<file path="config.mk">
export PLATFORM = sky130hd
export DESIGN_NAME = i2c_ctrl_slave
export DESIGN_NICKNAME = d
export VERILOG_FILES = /design/src/rtl/i2c_ctrl_pkg.sv /design/src/rtl/i2c_bus_sync.sv /design/src/rtl/i2c_frame_fsm.sv /design/src/rtl/i2c_reg_bank.sv /design/src/rtl/i2c_ctrl_slave.sv
export SDC_FILE = /design/constraint.sdc
export NUM_CORES = 1
export LEC_CHECK = 0
export BUFFER_PORTS_ARGS = -buffer_cell sky130_fd_sc_hd__buf_2
export CAP_MARGIN = 10
export CORE_ASPECT_RATIO = 1.1
export CORE_MARGIN = 2
export CORE_UTILIZATION = 45
export DETAILED_ROUTE_END_ITERATION = 8
export PLACE_DENSITY = 0.66
export SLEW_MARGIN = 15
export SYNTH_ARGS = -nofsm -noshare
export SYNTH_HDL_FRONTEND = slang
export SYNTH_HIERARCHICAL = 1
export SYNTH_SLANG_ARGS = --single-unit
</file>
<file path="constraint.sdc">
create_clock -name clk -period 3 [get_ports clk]
set_input_delay 0.45 -clock clk [delete_from_list [all_inputs] [get_ports clk]]
set_output_delay 0.45 -clock clk [all_outputs]
set_load 0.005 [all_outputs]
</file>
<file path="src/rtl/i2c_ctrl_pkg.sv">
package i2c_ctrl_pkg;

    localparam int NREG     = 25;
    localparam int NSTAT    = 8;
    localparam int PTR_W    = 9;
    localparam int ESP_ADDR = 255;
    localparam int ESP_LO   = 3;
    localparam int ESP_HI   = 10;
    localparam logic [4:0] DEV_PREFIX = 5'b10110;

    localparam int NGRP = 2;
    localparam int GRP_LO [NGRP] = '{3, 6};
    localparam int GRP_HI [NGRP] = '{5, 8};

    typedef enum logic [3:0] {
        ST_IDLE, ST_ADDR, ST_ADDR_ACK, ST_SUB, ST_SUB_ACK,
        ST_WDATA, ST_WDATA_ACK, ST_RDATA, ST_RACK
    } frame_state_e;

    typedef struct packed {
        logic start;
        logic stop;
        logic rise;
        logic fall;
        logic sda;
        logic scl;
    } bus_evt_t;

    typedef struct packed {
        logic             en;
        logic [PTR_W-1:0] addr;
        logic [7:0]       data;
    } wr_req_t;

    function automatic logic target_ok(input logic [PTR_W-1:0] a);
        return (int'(a) < NREG) || (int'(a) == ESP_ADDR);
    endfunction

    function automatic int grp_first(input int idx);
        int r;
        r = idx;
        for (int g = 0; g < NGRP; g++)
            if (idx >= GRP_LO[g] && idx <= GRP_HI[g]) r = GRP_LO[g];
        return r;
    endfunction

    function automatic int grp_last(input int idx);
        int r;
        r = idx;
        for (int g = 0; g < NGRP; g++)
            if (idx >= GRP_LO[g] && idx <= GRP_HI[g]) r = GRP_HI[g];
        return r;
    endfunction

endpackage

</file>
<file path="src/rtl/i2c_bus_sync.sv">
module i2c_bus_sync
    import i2c_ctrl_pkg::*;
(
    input  logic     clk,
    input  logic     rst,
    input  logic     scl_in,
    input  logic     sda_in,
    output bus_evt_t evt
);
    logic scl_m, scl_s, scl_p;
    logic sda_m, sda_s, sda_p;

    always_ff @(posedge clk) begin
        if (rst) begin
            {scl_m, scl_s, scl_p} <= 3'b111;
            {sda_m, sda_s, sda_p} <= 3'b111;
        end else begin
            scl_m <= scl_in;
            scl_s <= scl_m;
            scl_p <= scl_s;
            sda_m <= sda_in;
            sda_s <= sda_m;
            sda_p <= sda_s;
        end
    end

    always_comb begin
        evt.scl   = scl_s;
        evt.sda   = sda_s;
        evt.rise  = scl_s & ~scl_p;
        evt.fall  = ~scl_s & scl_p;
        evt.start = scl_s & scl_p & sda_p & ~sda_s;
        evt.stop  = scl_s & scl_p & ~sda_p & sda_s;
    end
endmodule

</file>
<file path="src/rtl/i2c_frame_fsm.sv">
module i2c_frame_fsm
    import i2c_ctrl_pkg::*;
(
    input  logic               clk,
    input  logic               rst,
    input  bus_evt_t           evt,
    input  logic [1:0]         addr_sel,
    input  logic [NSTAT*8-1:0] status_in,
    output logic               sda_oe,
    output logic               frame_start,
    output wr_req_t            wr
);
    frame_state_e     st;
    logic [3:0]       bitcnt;
    logic [7:0]       shreg, tx, rd_byte;
    logic [PTR_W-1:0] ptr;
    logic             rw, mack, full, receiving;

    assign full      = (bitcnt == 4'd8);
    assign receiving = (st == ST_ADDR) || (st == ST_SUB) || (st == ST_WDATA) || (st == ST_RDATA);

    always_comb begin
        rd_byte = 8'h00;
        if (int'(ptr) < NSTAT) rd_byte = status_in[int'(ptr)*8 +: 8];
    end

    always_ff @(posedge clk) begin
        if (rst) begin
            st <= ST_IDLE; bitcnt <= '0; shreg <= '0; tx <= '0; ptr <= '0;
            rw <= 1'b0; mack <= 1'b0; sda_oe <= 1'b0; frame_start <= 1'b0; wr <= '0;
        end else begin
            frame_start <= 1'b0;
            wr.en       <= 1'b0;
            if (evt.start) begin
                st <= ST_ADDR; bitcnt <= '0; sda_oe <= 1'b0; frame_start <= 1'b1;
            end else if (evt.stop) begin
                st <= ST_IDLE; sda_oe <= 1'b0;
            end else begin
                if (evt.rise && receiving) begin
                    shreg  <= {shreg[6:0], evt.sda};
                    bitcnt <= bitcnt + 4'd1;
                end
                case (st)
                    ST_ADDR: if (evt.fall && full) begin
                        if (shreg[7:1] == {DEV_PREFIX, addr_sel}) begin
                            sda_oe <= 1'b1; rw <= shreg[0]; st <= ST_ADDR_ACK;
                        end else st <= ST_IDLE;
                    end
                    ST_ADDR_ACK: if (evt.fall) begin
                        bitcnt <= '0;
                        if (rw) begin
                            tx <= rd_byte; sda_oe <= ~rd_byte[7]; st <= ST_RDATA;
                        end else begin
                            sda_oe <= 1'b0; st <= ST_SUB;
                        end
                    end
                    ST_SUB: if (evt.fall && full) begin
                        ptr <= {1'b0, shreg};
                        if (target_ok({1'b0, shreg})) begin
                            sda_oe <= 1'b1; st <= ST_SUB_ACK;
                        end else st <= ST_IDLE;
                    end
                    ST_SUB_ACK: if (evt.fall) begin
                        sda_oe <= 1'b0; bitcnt <= '0; st <= ST_WDATA;
                    end
                    ST_WDATA: if (evt.fall && full) begin
                        if (target_ok(ptr)) begin
                            sda_oe <= 1'b1; st <= ST_WDATA_ACK;
                        end else st <= ST_IDLE;
                    end
                    ST_WDATA_ACK: begin
                        if (evt.rise) wr <= '{en: 1'b1, addr: ptr, data: shreg};
                        if (evt.fall) begin
                            sda_oe <= 1'b0; ptr <= ptr + 1'b1; bitcnt <= '0; st <= ST_WDATA;
                        end
                    end
                    ST_RDATA: if (evt.fall) begin
                        if (full) begin
                            sda_oe <= 1'b0; ptr <= ptr + 1'b1; st <= ST_RACK;
                        end else begin
                            tx <= {tx[6:0], 1'b1}; sda_oe <= ~tx[6];
                        end
                    end
                    ST_RACK: begin
                        if (evt.rise) mack <= ~evt.sda;
                        if (evt.fall) begin
                            bitcnt <= '0;
                            if (mack) begin
                                tx <= rd_byte; sda_oe <= ~rd_byte[7]; st <= ST_RDATA;
                            end else begin
                                sda_oe <= 1'b0; st <= ST_IDLE;
                            end
                        end
                    end
                    default: ;
                endcase
            end
        end
    end
endmodule

</file>
<file path="src/rtl/i2c_reg_bank.sv">
module i2c_reg_bank
    import i2c_ctrl_pkg::*;
(
    input  logic              clk,
    input  logic              rst,
    input  logic              frame_start,
    input  wr_req_t           wr,
    output logic [NREG*8-1:0] regs_out,
    output logic [7:0]        esp_out
);
    logic [7:0] live   [NREG];
    logic [7:0] shadow [NREG];
    logic [7:0] esp;
    int         tgt, g_lo, g_hi;

    always_comb begin
        tgt  = int'(wr.addr);
        g_lo = grp_first(tgt);
        g_hi = grp_last(tgt);
    end

    always_ff @(posedge clk) begin
        if (rst) begin
            esp <= '0;
            for (int i = 0; i < NREG; i++) begin
                live[i]   <= '0;
                shadow[i] <= '0;
            end
        end else if (frame_start) begin
            for (int i = 0; i < NREG; i++) shadow[i] <= live[i];
        end else if (wr.en) begin
            if (tgt == ESP_ADDR) begin
                esp <= wr.data;
                for (int i = ESP_LO; i <= ESP_HI; i++) begin
                    live[i]   <= wr.data + 8'(i);
                    shadow[i] <= wr.data + 8'(i);
                end
            end else begin
                for (int i = 0; i < NREG; i++) begin
                    if (i == tgt) shadow[i] <= wr.data;
                    if (tgt == g_hi && i >= g_lo && i <= g_hi)
                        live[i] <= (i == tgt) ? wr.data : shadow[i];
                end
            end
        end
    end

    for (genvar k = 0; k < NREG; k++) begin : g_out
        assign regs_out[k*8 +: 8] = live[k];
    end
    assign esp_out = esp;
endmodule

</file>
<file path="src/rtl/i2c_ctrl_slave.sv">
module i2c_ctrl_slave
    import i2c_ctrl_pkg::*;
(
    input  logic               clk,
    input  logic               rst,
    input  logic               scl_in,
    input  logic               sda_in,
    input  logic [1:0]         addr_sel,
    input  logic [NSTAT*8-1:0] status_in,
    output logic               sda_oe,
    output logic [NREG*8-1:0]  regs_out,
    output logic [7:0]         esp_out
);
    bus_evt_t evt;
    wr_req_t  wr;
    logic     frame_start;

    i2c_bus_sync u_sync (
        .clk(clk), .rst(rst), .scl_in(scl_in), .sda_in(sda_in), .evt(evt)
    );

    i2c_frame_fsm u_fsm (
        .clk(clk), .rst(rst), .evt(evt), .addr_sel(addr_sel), .status_in(status_in),
        .sda_oe(sda_oe), .frame_start(frame_start), .wr(wr)
    );

    i2c_reg_bank u_bank (
        .clk(clk), .rst(rst), .frame_start(frame_start), .wr(wr),
        .regs_out(regs_out), .esp_out(esp_out)
    );
endmodule

</file>
==> results.toml, run 1 <==
[status]
outcome = "finished, final reports clean"

[placement]
dpl_cell_area_sq_um = 19500
port_buffers = 278
place.gp.congestion = 0.863
placed_cells = 2371
dp_hpwl_um = 36300

[setup_path]
crit_required_ns = 3.21
cp-start-kind = "register"
critPathTopFamily = "simple AND/OR/NAND/NOR gates"
r2r_slack_ns = 0.44
reg2reg_depth = 5
cp-end-kind = "register"
cp_slowest_cell = "or4_1"
slowest_delay_ns = 0.70
crit_type = "register to register"
rr_endpoint = "u_bank/shadow[1][56]$_DFFE_PP_"
crit_chain = "or4_1 -> nor3_2 -> buf_12 -> nand2_1 -> nand2_1"
cp.buffers_inverters = 1
cp_common_cell = "nand2_1"
crit_fanout = 56
timing.rr.start = "u_fsm/wr[13]$_SDFFE_PP0P_"
cp.arrival_ns = 2.77

[layout]
layout.nets = 1990
antennaDiodeCount = 0
multiInputGateArea_sq_um = 6880
layout-drive-gt1-share_pct = 23.5
fill_cells = 3452
regArea_sq_um = 10000
stdcell_area_sq_um = 20700
fin_cells = 2440
area_growth_pct = 17.8

[sta]
hold_viol = 0
setup_viol = 0
fmax_mhz = 391
layout_min_cycle_time_ns = 2.56
timing.final.crit_share_pct = 85.3
skew_ns = 0.0216
worst_slew_pin_slew_ns = 1.16
slew_headroom_pct = 22.9
finalSetupTns_ns = 0
rsz0062_at_grt = "false"
final_max_slew_viol_count = 0

[clocking]
worstSkewPairLatency_ns = 0.55
holdBufCountCts = 0
htreeDepth = 2
clk_pin_slew_worst_paths_ns = 0.06
cts-root-buf = "clkbuf_16"
post-cts-setup-buffers = 0
cts_sinks = 356
cts-resized-gates = 0
cts_buffers = 38
clockBufferDepth = 3
cts_tree = "built"

[floorplanning]
placeableCoreArea_sq_um = 38900
initial_core_util_pct = 45.3
pin_count = 279
die_w_um = 193
die_h_um = 211
die_area_sq_um = 40700
rows = 76

[run]
drv_cap = 0

[drt]
first_iter_violations = 1575
routed_wl_um = 52700
drtAntennaViolNets = 0
drt-pass1-iter-count = 5
vias = 14300
wl_per_cell_um = 21.6
remaining_drc_errors = 0
vias_per_cell = 5.87

[logic_synthesis]
syn_area_sq_um = 17600
yosys_warnings = 6
avgSynthCellArea_sq_um = 10.5
netlist_instances = 1671
synth_nets = 1757

[power]
totalPowerFinal_mw = 10.8
power_density_nw_per_um2 = 519
ir_drop_mv = 0.394
p_leak_nw = 8.40

[min_path]
hold_path.startpoint = "sda_in"
min_to = "u_sync/sda_m$_SDFF_PP1_"
holdPathStages = 2
hold_path_class = "primary input to register"

[global_routing]
grt_pass1_wl_um = 79100
antenna_found_initial = 0
grt_use_total_pct = 25.4
grt_max_degree = 115
grt_pass1_vias = 13600
grt-ovfl-total = 0
layout by cell type, fill, tap and decap left out, types with 23 or more instances in the layout:
master,instances
edfxtp_1,288
buf_2,277
nand2_1,264
a21oi_1,155
nor2_1,108
nand3_1,90
mux2i_1,71
buf_4,69
o21ai_0,66
dfxtp_1,60
and2_1,45
clkbuf_16,40
and3_1,36
nor3_1,23
power breakdown:
part | leakage [nW] | total, mW | switching (mW) | internal (mW)
logic | 4.29 | 0.472 | 0.283 | 0.188
registers | 3.52 | 5.63 | 0.0997 | 5.53
clock network | 0.585 | 4.67 | 1.93 | 2.74
worst reg2reg max path: stages (launching register included):
cell and delay [ns]:
dfxtp_1 0.34, or4_1 0.70, nor3_2 0.25, buf_12 0.27
nand2_1 0.32, nand2_1 0.36
area by class of cell:
type,instances,share of cell area (%)
Sequential cell,356,48.3
Multi-Input combinational cell,1145,33.2
Timing Repair Buffer,347,9.28
Clock buffer,54,5.13
Tap cell,507,3.06
Clock inverter,15,0.754
Inverter,16,0.290
state kept, by name, indices dropped and copies added, names as in the netlist, 4 cells and up:
| signal | flops |
|---|---|
| u_fsm/shreg | 8 |
| u_fsm/ptr | 9 |
| u_bank/esp_out | 8 |
| u_fsm/st | 4 |
| u_fsm/wr | 18 |
| u_fsm/bitcnt | 4 |
| u_fsm/tx | 7 |
| u_bank/shadow | 88 |
| u_bank/live | 200 |
through the flow:
stage	hold slack [ns]	worst slack, ns	util (%)
floorplan	0.383	0.395	-
CTS	0.0798	0.444	53.3
global placement	0.392	0.378	50.2
global route	0.0852	0.293	53.3
finish	0.0948	0.441	53.3
detailed placement	0.395	0.340	50.2
per-layer routing:
metal | up-vias | GRT usage (%) | routed length [um]
met3 | 107 | 3.73 | 4090
met5 | - | 0 | 0
met2 | 695 | 41.3 | 25300
met4 | 0 | 9.50 | 1710
li1 | 6548 | - | -
met1 | 6982 | 34.6 | 21700
how the worst max path moves through the flow:
stage,slack (ns),depth (start not counted),from,end
floorplan,0.39,4,u_fsm/wr[13]$_SDFFE_PP0P_,u_bank/live[0][104]$_SDFFCE_PN0P_
global placement,0.38,6,rst,u_bank/live[0][47]$_SDFFCE_PN0P_
detailed placement,0.34,6,rst,u_bank/live[0][64]$_SDFFCE_PN0P_
CTS,0.44,5,u_fsm/wr[13]$_SDFFE_PP0P_,u_bank/shadow[1][36]$_DFFE_PP_
global route,0.29,5,u_fsm/wr[13]$_SDFFE_PP0P_,u_bank/shadow[1][53]$_DFFE_PP_
finish,0.44,5,u_fsm/wr[13]$_SDFFE_PP0P_,u_bank/shadow[1][56]$_DFFE_PP_
Power figures use the tool's default switching activity.
==> run 2, diff against run 1 <==
Settings changed: PLACE_DENSITY 0.66 to 0.69.
==> results.toml, run 2 (same netlist as run 1, synthesis figures left out) <==
[clocking]
clk_pin_slew_worst_paths_ns = 0.06
post-cts-setup-buffers = 0
holdBufCountCts = 0
cts_tree = "built"
cts-resized-gates = 0
cts-root-buf = "clkbuf_16"
htreeDepth = 2
clockBufferDepth = 3
cts_buffers = 38
cts_sinks = 356
worstSkewPairLatency_ns = 0.54

[drt]
drt-pass1-iter-count = 7
first_iter_violations = 1324
remaining_drc_errors = 0
wl_per_cell_um = 21.3
vias = 14200
routed_wl_um = 52000
vias_per_cell = 5.84
drtAntennaViolNets = 0

[sta]
layout_min_cycle_time_ns = 2.71
skew_ns = 0.0289
fmax_mhz = 369
setup_viol = 0
slew_headroom_pct = 23.5
timing.final.crit_share_pct = 90.3
final_max_slew_viol_count = 0
worst_slew_pin_slew_ns = 1.15
rsz0062_at_grt = "false"
hold_viol = 0
finalSetupTns_ns = 0

[global_routing]
grt_pass1_vias = 13700
grt_pass1_wl_um = 78200
grt_use_total_pct = 25.1
antenna_found_initial = 0
grt_max_degree = 113
grt-ovfl-total = 0

[power]
pwr-share-clk_pct = 42.6
p_leak_nw = 8.40
p_comb_share_pct = 4.5
pwr-share-seq_pct = 52.9
intPower_mw = 8.32
netSwitchingFraction_pct = 21.8
ir_drop_mv = 0.412
power.switching_mw = 2.31
totalPowerFinal_mw = 10.6
power_density_nw_per_um2 = 513

[layout]
layout_common_cells = "edfxtp_1 (288), buf_2 (277), nand2_1 (264)"
top_regs = "u_bank/live: 200 flops, u_bank/shadow: 88 flops, u_fsm/wr: 18 flops"
regArea_sq_um = 10000
fin_cells = 2437
stdcell_area_sq_um = 20700
largest_reg_flops = 200
antennaDiodeCount = 0
layout-drive-gt1-share_pct = 23.9
regMostFlops = "u_bank/live"
fill_cells = 3438
area_growth_pct = 17.7
multiInputGateArea_sq_um = 6890
layout_commonest_cell = "edfxtp_1"
layout.nets = 1991

[status]
outcome = "finished, final reports clean"

[run]
drv_cap = 0

[placement]
dp_hpwl_um = 35900
place.gp.congestion = 0.932
placed_cells = 2372
dpl_cell_area_sq_um = 19500
port_buffers = 278

[floorplanning]
pin_count = 279
rows = 76
die_area_sq_um = 40700
placeableCoreArea_sq_um = 38900
die_w_um = 193
die_h_um = 211
initial_core_util_pct = 45.3

[setup_path]
crit_fanout = 14
cp-end-kind = "register"
cp.arrival_ns = 2.90
cp-start-kind = "register"
reg2reg_depth = 4
crit_required_ns = 3.19
crit_type = "register to register"

[min_path]
hold_path_class = "primary input to register"
holdPathStages = 2
## run 2: changes by cell type in the layout (fill, tap and decap cells not counted), moves of 2 or more
cell,previous run,this run
clkinvlp_4,3,1
bufinv_16,3,1
clkbuf_1,13,6
clkinv_4,0,3
clkbuf_8,1,5
## run 2: layout make-up
cell class	instances	share of cell area (%)
clock buffer	50	5.15
clock inverter	15	0.567
inverter	16	0.290
multi-input combinational	1145	33.2
sequential	356	48.3
tap	507	3.06
timing repair buffer	348	9.38
## run 2: metrics by stage
step,setup slack (ns),utilization (%),hold WS [ns]
4_1_cts,0.327,53.3,0.0799
3_5_place_dp,0.354,50.3,0.396
6_report,0.292,53.3,0.0997
2_1_floorplan,0.395,-,0.383
5_1_grt,0.127,53.3,0.0877
3_3_place_gp,0.365,50.3,0.388
## run 2: per-layer routing
| layer | vias up | GRT usage, % | part of all wire (%) |
|---|---|---|---|
| met1 | 6829 | 32.5 | 40 |
| met3 | 125 | 4.29 | 8.3 |
| met4 | 0 | 10.9 | 4.2 |
| met5 | - | 0 | 0 |
| met2 | 721 | 41.3 | 48 |
| li1 | 6546 | - | - |
## run 2: worst max-delay path, stage by stage (launching register included)
cell and delay [ns]:
dfxtp_1 0.66, nor2b_1 0.45, and2_1 0.57, nand2_1 0.34, nand2_1 0.36
## run 2: worst paths after layout
path / slack (ns) / from / to
setup / recovery: 0.29 / u_fsm/wr[10]$_SDFFE_PP0P_ / u_bank/shadow[1][39]$_DFFE_PP_
hold / removal: 0.1 / sda_in / u_sync/sda_m$_SDFF_PP1_
setup reg to reg: 0.29 / u_fsm/wr[10]$_SDFFE_PP0P_ / u_bank/shadow[1][39]$_DFFE_PP_
hold reg to reg: 0.40 / u_sync/sda_m$_SDFF_PP1_ / u_sync/sda_s$_SDFF_PP1_
## run 2: power by group through the flow
| stage | sequential [mW] | clock [mW] | combinational, mW |
|---|---|---|---|
| after floorplan | 5.70 | 0 | 0.221 |
| after global placement | 5.72 | 0 | 0.471 |
| after detailed placement | 5.73 | 0 | 0.483 |
| after CTS | 5.63 | 4.61 | 0.485 |
| after global routing | 5.64 | 4.78 | 0.533 |
| final | 5.63 | 4.53 | 0.484 |
==> run 3, diff against run 2 <==
--- a/config.mk
+++ b/config.mk
@@ -10,7 +10,7 @@
 export CORE_ASPECT_RATIO = 1.1
 export CORE_MARGIN = 2
-export CORE_UTILIZATION = 45
+export CORE_UTILIZATION = 55
 export DETAILED_ROUTE_END_ITERATION = 8
-export PLACE_DENSITY = 0.69
+export PLACE_DENSITY = 0.81
 export SLEW_MARGIN = 15
 export SYNTH_ARGS = -nofsm -noshare
==> constraint.sdc (replaced) <==
create_clock -name clk -period 3 [get_ports clk]
set_input_delay 0.45 -clock clk [delete_from_list [all_inputs] [get_ports clk]]
set_output_delay 0.45 -clock clk [all_outputs]
set_load 0.05 [all_outputs]
==> results.toml, run 3 (same netlist as run 1, synthesis figures left out) <==
[status]
outcome = "finished, final reports clean"

[sta]
hold_viol = 0
final_max_slew_viol_count = 0
slew_headroom_pct = 23.6
fmax_mhz = 380
worst_slew_pin_slew_ns = 1.14
setup_viol = 0
skew_ns = 0.0220
rsz0062_at_grt = "false"
timing.final.crit_share_pct = 87.6
holdWs_ns = 0.103
finalSetupTns_ns = 0
layout_min_cycle_time_ns = 2.63

[layout]
layout_commonest_cell = "edfxtp_1"
multiInputGateArea_sq_um = 6890
layout.nets = 1978
largest_reg_flops = 200
fill_cells = 2406
top_regs = "u_bank/live: 200 flops, u_bank/shadow: 88 flops, u_fsm/wr: 18 flops"
antennaDiodeCount = 0
area_growth_pct = 16.9
layout-drive-gt1-share_pct = 23.2
regMostFlops = "u_bank/live"
layout_common_cells = "edfxtp_1 (288), buf_2 (277), nand2_1 (264)"
final_util_pct = 65.4
regArea_sq_um = 10000

[global_routing]
grt_max_degree = 115
antenna_found_initial = 0
grt_use_total_pct = 29.5
grt_pass1_vias = 13900
grt-ovfl-total = 0
grt_pass1_wl_um = 77100

[clocking]
cts-resized-gates = 0
cts_sinks = 356
clk_pin_slew_worst_paths_ns = 0.06
cts-root-buf = "clkbuf_16"
post-cts-setup-buffers = 0
cts_buffers = 37
htreeDepth = 2
holdBufCountCts = 0
worstSkewPairLatency_ns = 0.53
cts_tree = "built"
clockBufferDepth = 3

[floorplanning]
placeableCoreArea_sq_um = 31500
die_area_sq_um = 33500
rows = 68
die_w_um = 175
initial_core_util_pct = 55.9
die_h_um = 192
pin_count = 279

[placement]
place.gp.congestion = 0.935
dp_hpwl_um = 34600
port_buffers = 278

[power]
intPower_mw = 8.52
power_density_nw_per_um2 = 544
p_comb_share_pct = 7.7
power.switching_mw = 2.68
p_leak_nw = 8.35
netSwitchingFraction_pct = 23.9
ir_drop_mv = 0.485
pwr-share-seq_pct = 50.3
pwr-share-clk_pct = 42.0

[drt]
routed_wl_um = 51100
remaining_drc_errors = 0
vias = 14600
drtAntennaViolNets = 0
wl_per_cell_um = 21.8
vias_per_cell = 6.25
first_iter_violations = 2114
drt-pass1-iter-count = 6

[run]
drv_cap = 0

[setup_path]
cp-end-kind = "register"
crit_type = "register to register"
cp.arrival_ns = 2.81
cp-start-kind = "register"
crit_required_ns = 3.18
crit_fanout = 65

[min_path]
hold_path_class = "primary input to register"
## run 3: cell type report
class	instances	share of cell area (%)
clock inverter	22	1.32
tap	420	2.55
timing repair buffer	336	9.01
sequential	356	48.7
multi-input combinational	1145	33.5
inverter	16	0.292
clock buffer	45	4.65
## run 3: critical path, stage by stage, from the launching register on
cell and delay [ns]:
dfxtp_1 0.34, or4_1 0.73, nor3_2 0.26, buf_12 0.31, nand2_1 0.26, nand2_1 0.36
## run 3: metal layers
metal  global-route usage (%)  part of all wire (%)
met4                     12.7                   4.3
met2                     48.9                    47
met3                     5.40                    11
met5                        0                     0
met1                     38.4                    37
## run 3: metrics by stage
stage	setup slack [ns]	instance area [sq um]	std cells	total power, mW
final	0.371	20600	2340	11.2
after global routing	0.259	20600	2340	11.5
after CTS	0.423	20600	2340	11.2
after detailed placement	0.287	19300	2273	6.59
after global placement	0.404	19300	2273	6.57
after floorplan	0.395	17600	1671	6.32
## run 3: worst paths after layout
path / start / end / slack [ns] / cells past startpoint
max: u_fsm/wr[13]$_SDFFE_PP0P_ / u_bank/live[1][48]$_SDFFCE_PP0P_ / 0.37 / 5
min: sda_in / u_sync/sda_m$_SDFF_PP1_ / 0.10 / 2
max reg2reg: u_fsm/wr[13]$_SDFFE_PP0P_ / u_bank/live[1][48]$_SDFFCE_PP0P_ / 0.37 / 5
min reg2reg: u_sync/scl_m$_SDFF_PP1_ / u_sync/scl_s$_SDFF_PP1_ / 0.42 / 1
## run 3: power by group through the flow
stage          registers [mW]  clock network, mW  logic (mW)
2_1_floorplan            6.10                  0       0.222
3_3_place_gp             5.73                  0       0.838
3_5_place_dp             5.73                  0       0.852
4_1_cts                  5.63               4.74       0.856
5_1_grt                  5.64               4.92       0.901
6_report                 5.64               4.70       0.858
